===== config.mk =====
export PLATFORM = sky130hd
export DESIGN_NAME = ssp_advance_unit
export DESIGN_NICKNAME = d
export VERILOG_FILES = /design/src/rtl/ssp_adv_pkg.sv /design/src/rtl/ssp_req_gate.sv /design/src/rtl/ssp_step_math.sv /design/src/rtl/ssp_probe_ctrl.sv /design/src/rtl/ssp_advance_unit.sv
export SDC_FILE = /design/constraint.sdc
export NUM_CORES = 1
export LEC_CHECK = 0
export ABC_AREA = 0
export BUFFER_PORTS_ARGS = -buffer_cell sky130_fd_sc_hd__buf_2
export CAP_MARGIN = 20
export CORE_UTILIZATION = 48
export DETAILED_ROUTE_END_ITERATION = 10
export GPL_ROUTABILITY_DRIVEN = 0
export GPL_TIMING_DRIVEN = 1
export MAX_ROUTING_LAYER = met4
export PLACE_DENSITY = 0.78
export SKIP_LAST_GASP = 1
export SLEW_MARGIN = 20
export SYNTH_ARGS = -nofsm -noshare
export SYNTH_HDL_FRONTEND = slang
export SYNTH_SLANG_ARGS = --single-unit

===== constraint.sdc =====
create_clock -name clk -period 3.99 [get_ports clk]
set_clock_uncertainty 0.05 [all_clocks]
set_input_delay 0.399 -clock clk [delete_from_list [all_inputs] [get_ports clk]]
set_output_delay 0.399 -clock clk [all_outputs]
set_load 0.02 [all_outputs]

===== src/rtl/ssp_adv_pkg.sv =====
package ssp_adv_pkg;
   typedef enum logic [2:0] {
      ST_IDLE   = 3'd0,
      ST_ISSUE1 = 3'd1,
      ST_WAIT1  = 3'd2,
      ST_ISSUE2 = 3'd3,
      ST_WAIT2  = 3'd4
   } probe_st_t;

   localparam int unsigned NARROW_SHIFT = 2;
   localparam int unsigned WIDE_SHIFT   = 3;
endpackage


===== src/rtl/ssp_req_gate.sv =====
module ssp_req_gate #(
   parameter int unsigned OW = 32,
   parameter int unsigned CW = 8
) (
   input  logic [OW-1:0] operand,
   input  logic          priv_user,
   input  logic          en_user,
   input  logic          en_super,
   output logic          allowed,
   output logic [CW-1:0] count
);
   // privilege class picks which enable applies
   assign allowed = priv_user ? en_user : en_super;

   generate
      if (OW > CW) begin : g_slice
         logic unused_hi;
         assign unused_hi = ^operand[OW-1:CW];
         assign count     = operand[CW-1:0];
      end else begin : g_full
         assign count = operand;
      end
   endgenerate
endmodule


===== src/rtl/ssp_step_math.sv =====
module ssp_step_math #(
   parameter int unsigned AW = 32,
   parameter int unsigned CW = 8
) (
   input  logic [AW-1:0] base,
   input  logic [CW-1:0] count,
   input  logic          wide,
   output logic [AW-1:0] last_addr,
   output logic [AW-1:0] final_ptr
);
   localparam int unsigned XW = CW + ssp_adv_pkg::WIDE_SHIFT;

   logic [CW-1:0] eff;
   logic [CW-1:0] last_idx;
   logic [XW-1:0] span_last;
   logic [XW-1:0] span_full;
   logic [AW-1:0] ext_last;
   logic [AW-1:0] ext_full;

   // zero count still probes the element at the base
   assign eff       = (count == '0) ? CW'(1) : count;
   assign last_idx  = eff - CW'(1);
   assign span_last = wide ? {last_idx, 3'b000} : {1'b0, last_idx, 2'b00};
   assign span_full = wide ? {count, 3'b000}    : {1'b0, count, 2'b00};

   generate
      if (AW > XW) begin : g_pad
         assign ext_last = {{(AW-XW){1'b0}}, span_last};
         assign ext_full = {{(AW-XW){1'b0}}, span_full};
      end else begin : g_trunc
         assign ext_last = span_last[AW-1:0];
         assign ext_full = span_full[AW-1:0];
      end
   endgenerate

   assign last_addr = base + ext_last;
   assign final_ptr = base + ext_full;
endmodule


===== src/rtl/ssp_probe_ctrl.sv =====
module ssp_probe_ctrl
   import ssp_adv_pkg::*;
(
   input  logic clk,
   input  logic rst_n,
   input  logic req_valid,
   input  logic allowed,
   input  logic rd_ready,
   input  logic rsp_valid,
   input  logic rsp_err,
   output logic capture,
   output logic reject,
   output logic rd_valid,
   output logic second,
   output logic end_ok,
   output logic end_err
);
   probe_st_t st, st_nx;
   logic      idle;

   assign idle     = (st == ST_IDLE);
   assign capture  = idle & req_valid & allowed;
   assign reject   = idle & req_valid & ~allowed;
   assign rd_valid = (st == ST_ISSUE1) | (st == ST_ISSUE2);
   assign second   = (st == ST_ISSUE2);
   assign end_ok   = (st == ST_WAIT2) & rsp_valid & ~rsp_err;
   assign end_err  = ((st == ST_WAIT1) | (st == ST_WAIT2)) & rsp_valid & rsp_err;

   always_comb begin
      st_nx = st;
      unique case (st)
         ST_IDLE:   if (capture)   st_nx = ST_ISSUE1;
         ST_ISSUE1: if (rd_ready)  st_nx = ST_WAIT1;
         ST_WAIT1:  if (rsp_valid) st_nx = rsp_err ? ST_IDLE : ST_ISSUE2;
         ST_ISSUE2: if (rd_ready)  st_nx = ST_WAIT2;
         ST_WAIT2:  if (rsp_valid) st_nx = ST_IDLE;
         default:                  st_nx = ST_IDLE;
      endcase
   end

   always_ff @(posedge clk) begin
      if (!rst_n) st <= ST_IDLE;
      else        st <= st_nx;
   end
endmodule


===== src/rtl/ssp_advance_unit.sv =====
module ssp_advance_unit #(
   parameter int unsigned AW = 32,
   parameter int unsigned OW = 32,
   parameter int unsigned CW = 8
) (
   input  logic          clk,
   input  logic          rst_n,
   input  logic          req_valid,
   input  logic [OW-1:0] req_operand,
   input  logic          req_wide,
   input  logic [AW-1:0] cur_ptr,
   input  logic          priv_user,
   input  logic          ss_en_user,
   input  logic          ss_en_super,
   output logic          rd_valid,
   input  logic          rd_ready,
   output logic [AW-1:0] rd_addr,
   output logic          rd_wide,
   input  logic          rsp_valid,
   input  logic          rsp_err,
   output logic [AW-1:0] new_ptr,
   output logic          done,
   output logic          ud_fault,
   output logic          rd_fault
);
   if (AW < 8)  begin : g_bad_aw $error("AW must be at least 8"); end
   if (CW < 1)  begin : g_bad_cw $error("CW must be at least 1"); end
   if (CW > OW) begin : g_bad_ow $error("CW must not exceed OW"); end

   logic          allowed, capture, reject, second, end_ok, end_err;
   logic [CW-1:0] count_in;
   logic [AW-1:0] base_q;
   logic [CW-1:0] cnt_q;
   logic          wide_q;
   logic [AW-1:0] last_addr, final_ptr;

   ssp_req_gate #(.OW(OW), .CW(CW)) u_gate (
      .operand  (req_operand),
      .priv_user(priv_user),
      .en_user  (ss_en_user),
      .en_super (ss_en_super),
      .allowed  (allowed),
      .count    (count_in)
   );

   ssp_probe_ctrl u_ctrl (
      .clk      (clk),
      .rst_n    (rst_n),
      .req_valid(req_valid),
      .allowed  (allowed),
      .rd_ready (rd_ready),
      .rsp_valid(rsp_valid),
      .rsp_err  (rsp_err),
      .capture  (capture),
      .reject   (reject),
      .rd_valid (rd_valid),
      .second   (second),
      .end_ok   (end_ok),
      .end_err  (end_err)
   );

   ssp_step_math #(.AW(AW), .CW(CW)) u_math (
      .base     (base_q),
      .count    (cnt_q),
      .wide     (wide_q),
      .last_addr(last_addr),
      .final_ptr(final_ptr)
   );

   always_ff @(posedge clk) begin
      if (!rst_n) begin
         base_q <= '0;
         cnt_q  <= '0;
         wide_q <= 1'b0;
      end else if (capture) begin
         base_q <= cur_ptr;
         cnt_q  <= count_in;
         wide_q <= req_wide;
      end
   end

   always_ff @(posedge clk) begin
      if (!rst_n) begin
         new_ptr  <= '0;
         done     <= 1'b0;
         ud_fault <= 1'b0;
         rd_fault <= 1'b0;
      end else begin
         done     <= end_ok;
         ud_fault <= reject;
         rd_fault <= end_err;
         if (end_ok) new_ptr <= final_ptr;
      end
   end

   assign rd_addr = second ? last_addr : base_q;
   assign rd_wide = wide_q;
endmodule


==> metrics <==
R2R Path Start rd_wide; Max-cap violations 0; hold path start cur_ptr[23]; Max Clock Freq 236.8 MHz; Hold Violations, Final 0; antenna viol nets, final 0; total grt overflow 0; CP Launch Point cnt_q[2]; final net count 866; largest cells by area after synthesis dfxtp_1, nand2_1, a21oi_1; period utilisation layout 105.8%; drt wl/cell between 15 and 20 µm; Synthesized Nets 761; first-pass GRT wire length between 20000 and 25000 µm; final hold slack 223.8 ps; slew margin rel. 47.31%; core footprint 0.009910 mm²; Initial Util 50.09%; # IOs 143; VDD IR-drop max approximately 190 µV; RSZ-0062 raised after global routing yes; CP Max Fanout 4; Setup CP Type register to output port; Cell Count Post-Placement 887; DRC violations left 0; Async S/R FF share, synth 0%; Top delay family on crit path compound AO/OA/AOI/OAI gates; Hold Crit Depth 3; most frequent cell after synthesis nand2_1; CP endpoint kind output port; drt first-iter violations 471; Hold WC Path Type input pin to register; status complete, but fails checks; Final setup viols 25; Reg2Reg Depth 11; Hold EP base_q[23]; CTS tree built; largest net degree at the start of global routing between 40 and 50; arrival time at the worst endpoint ~3800 ps; clock sinks 79; worst-skew pair later-pin latency roughly 360 ps; most used flip-flop cell after synthesis dfxtp_1; Tot Pwr 2.020 mW; pwr dens 318.6 mW/mm²; Max H-tree Level 3; Mapped Cells 666; die width 103.7 µm; Vias 5334; Yosys Warn Count 0; Slowest Stage Delay on Critical Path 400 ps; non-filler cells, final 909; area leader, netlist dfxtp_1; synth cell count leaders nand2_1, dfxtp_1, a21oi_1, clkbuf_1, o21ai_0; total CTS buffers 9; slowest CP cell or3_4; Tmin final roughly 4200 ps; FP Rows 36; FF-to-FF End new_ptr[23]; DP Area 0.005781 mm²; HPWL after DPL approximately 10000 µm; ant diodes 0; Syn-to-layout area delta 27.75%; clk slew on worst S/H paths 90 ps; ratio of cells with drive above 1 in the final layout ~28%; Worst setup SP type register; CP cell instances or3_4 -> nor4_4 -> a21o_1 -> inv_1 -> ha_2 -> nor3b_2 -> a221oi_2 -> nor2_1 -> a211oi_2 -> ha_1 -> a21o_1 -> a221oi_2 -> buf_4 -> o21ai_1 -> xnor2_1 -> o21ai_1 -> buf_4; WP data required 3540 ps; area share of the largest cell type after synthesis a little under a third; Post-synth EDFFs 0; LEAKAGE 2.738 nW; wirelength, routed ~15000 µm; fin area approximately 0.0063 mm²; initial antenna violation count 0; Syn Std Cell Area 0.004964 mm²; Total Routing Usage GR 27.63%; die height 103.7 µm; CTS Root Cell clkbuf_8; reg2reg setup slack 890 ps; Avg Inst Size Synth between 7 and 8 µm²; crit path buf inv count 3; Port Buffers 118; Slew @ Worst Pin 788.0 ps; failing checks setup timing; sequential fraction of the synthesis area 31.86%; vias in the first global route 4817; drt pass-1 iters 5; worst setup margin -232.6 ps; Netlist cell types approximately 60; clock buffer depth 2; post-DR vias/cell between 5 and 6; hold_buf cts 0; die area 0.01075 mm²; Slew Viols, Final 0; #FFs+latches synth 79
[where the power goes]
group / switching [mW] / leakage [nW] / total, mW / internal [mW]
clock: 0.324 / 0.106 / 0.652 / 0.328
sequential: 0.0514 / 0.641 / 0.868 / 0.817
combinational: 0.283 / 1.99 / 0.500 / 0.217
[worst max path at each step]
stage / endpoint / slack [ps] / cells after the start
after floorplan: rd_addr[20] / 0.5 / 17
after global placement: rd_addr[19] / 30 / 16
after detailed placement: rd_addr[19] / -9 / 16
after CTS: rd_addr[20] / -240 / 17
after global routing: rd_addr[20] / -400 / 17
final: rd_addr[10] / -230 / 17
[layout by cell type (no fill, tap or decap), types with 3 or more instances in the layout]
cell type / instances
inv_1: 10
nand4_1: 10
clkbuf_8: 11
a21oi_4: 3
ha_1: 18
or3_1: 11
nand3b_1: 4
nand2_1: 135
and3_1: 8
a31oi_1: 12
o21ai_0: 36
xor2_1: 21
xnor2_1: 6
buf_4: 48
nand2b_1: 7
nor3_1: 10
or3_4: 3
o211ai_1: 9
o21ai_1: 5
nor3b_1: 3
a211oi_1: 7
nor2b_1: 5
mux2_2: 4
a21o_1: 8
xnor2_2: 9
nor2_1: 25
nand3_1: 16
xor2_2: 3
mux2i_1: 4
a21oi_1: 69
buf_6: 6
nor4b_1: 4
and2_1: 4
a21oi_2: 5
dfxtp_1: 78
buf_2: 94
[worst min-delay path, stage by stage]
cell,delay [ps]
buf_2,100
nand2_1,50
a21oi_1,50
[stage by stage]
step	utilization (%)	TNS, ps	worst slack [ps]
finish	63.99	-4022	-232.6
floorplan	-	0	0.4925
global route	63.99	-7550	-396.2
CTS	62.25	-3953	-237.7
global placement	58.33	0	28.77
detailed placement	58.33	-9.356	-9.356
[registers in the layout (all words and copies together), names as in the netlist]
name and cells:
ud_fault 1, done 1, rd_wide 1, base_q 32
u_ctrl.st 3, new_ptr 32, cnt_q 8, rd_fault 1
[routing by layer]
metal	track usage, %	share of wire [%]
met2	43.77	47
met1	36.35	44
met3	3.839	7.4
met4	9.184	2.1
met5	-	0
[repair_timing]
action | 4_1_cts | 5_1_grt
resized for setup | 43 | 29
setup buffers | 2 | 4
endpoints found under the setup margin | 25 | 25
pin swaps | 18 | 12
[kinds of logic after synthesis]
logic type / share of synthesized area [%]
mux: 1.714
fa+ha+maj: 5.596
flops: 31.86
xor+xnor: 7.058
buf+inv: 5.445
simple gates: 26.14
compound gates: 22.18
[final cells by class]
class	instances	area, µm²
multi-input combinational	521	3417
clock buffer	11	151.4
fill	831	3568
tap	133	166.4
timing repair buffer	149	918.4
inverter	11	41.29
sequential	79	1583
clock inverter	5	63.81
(Power assumes the default switching activity.)
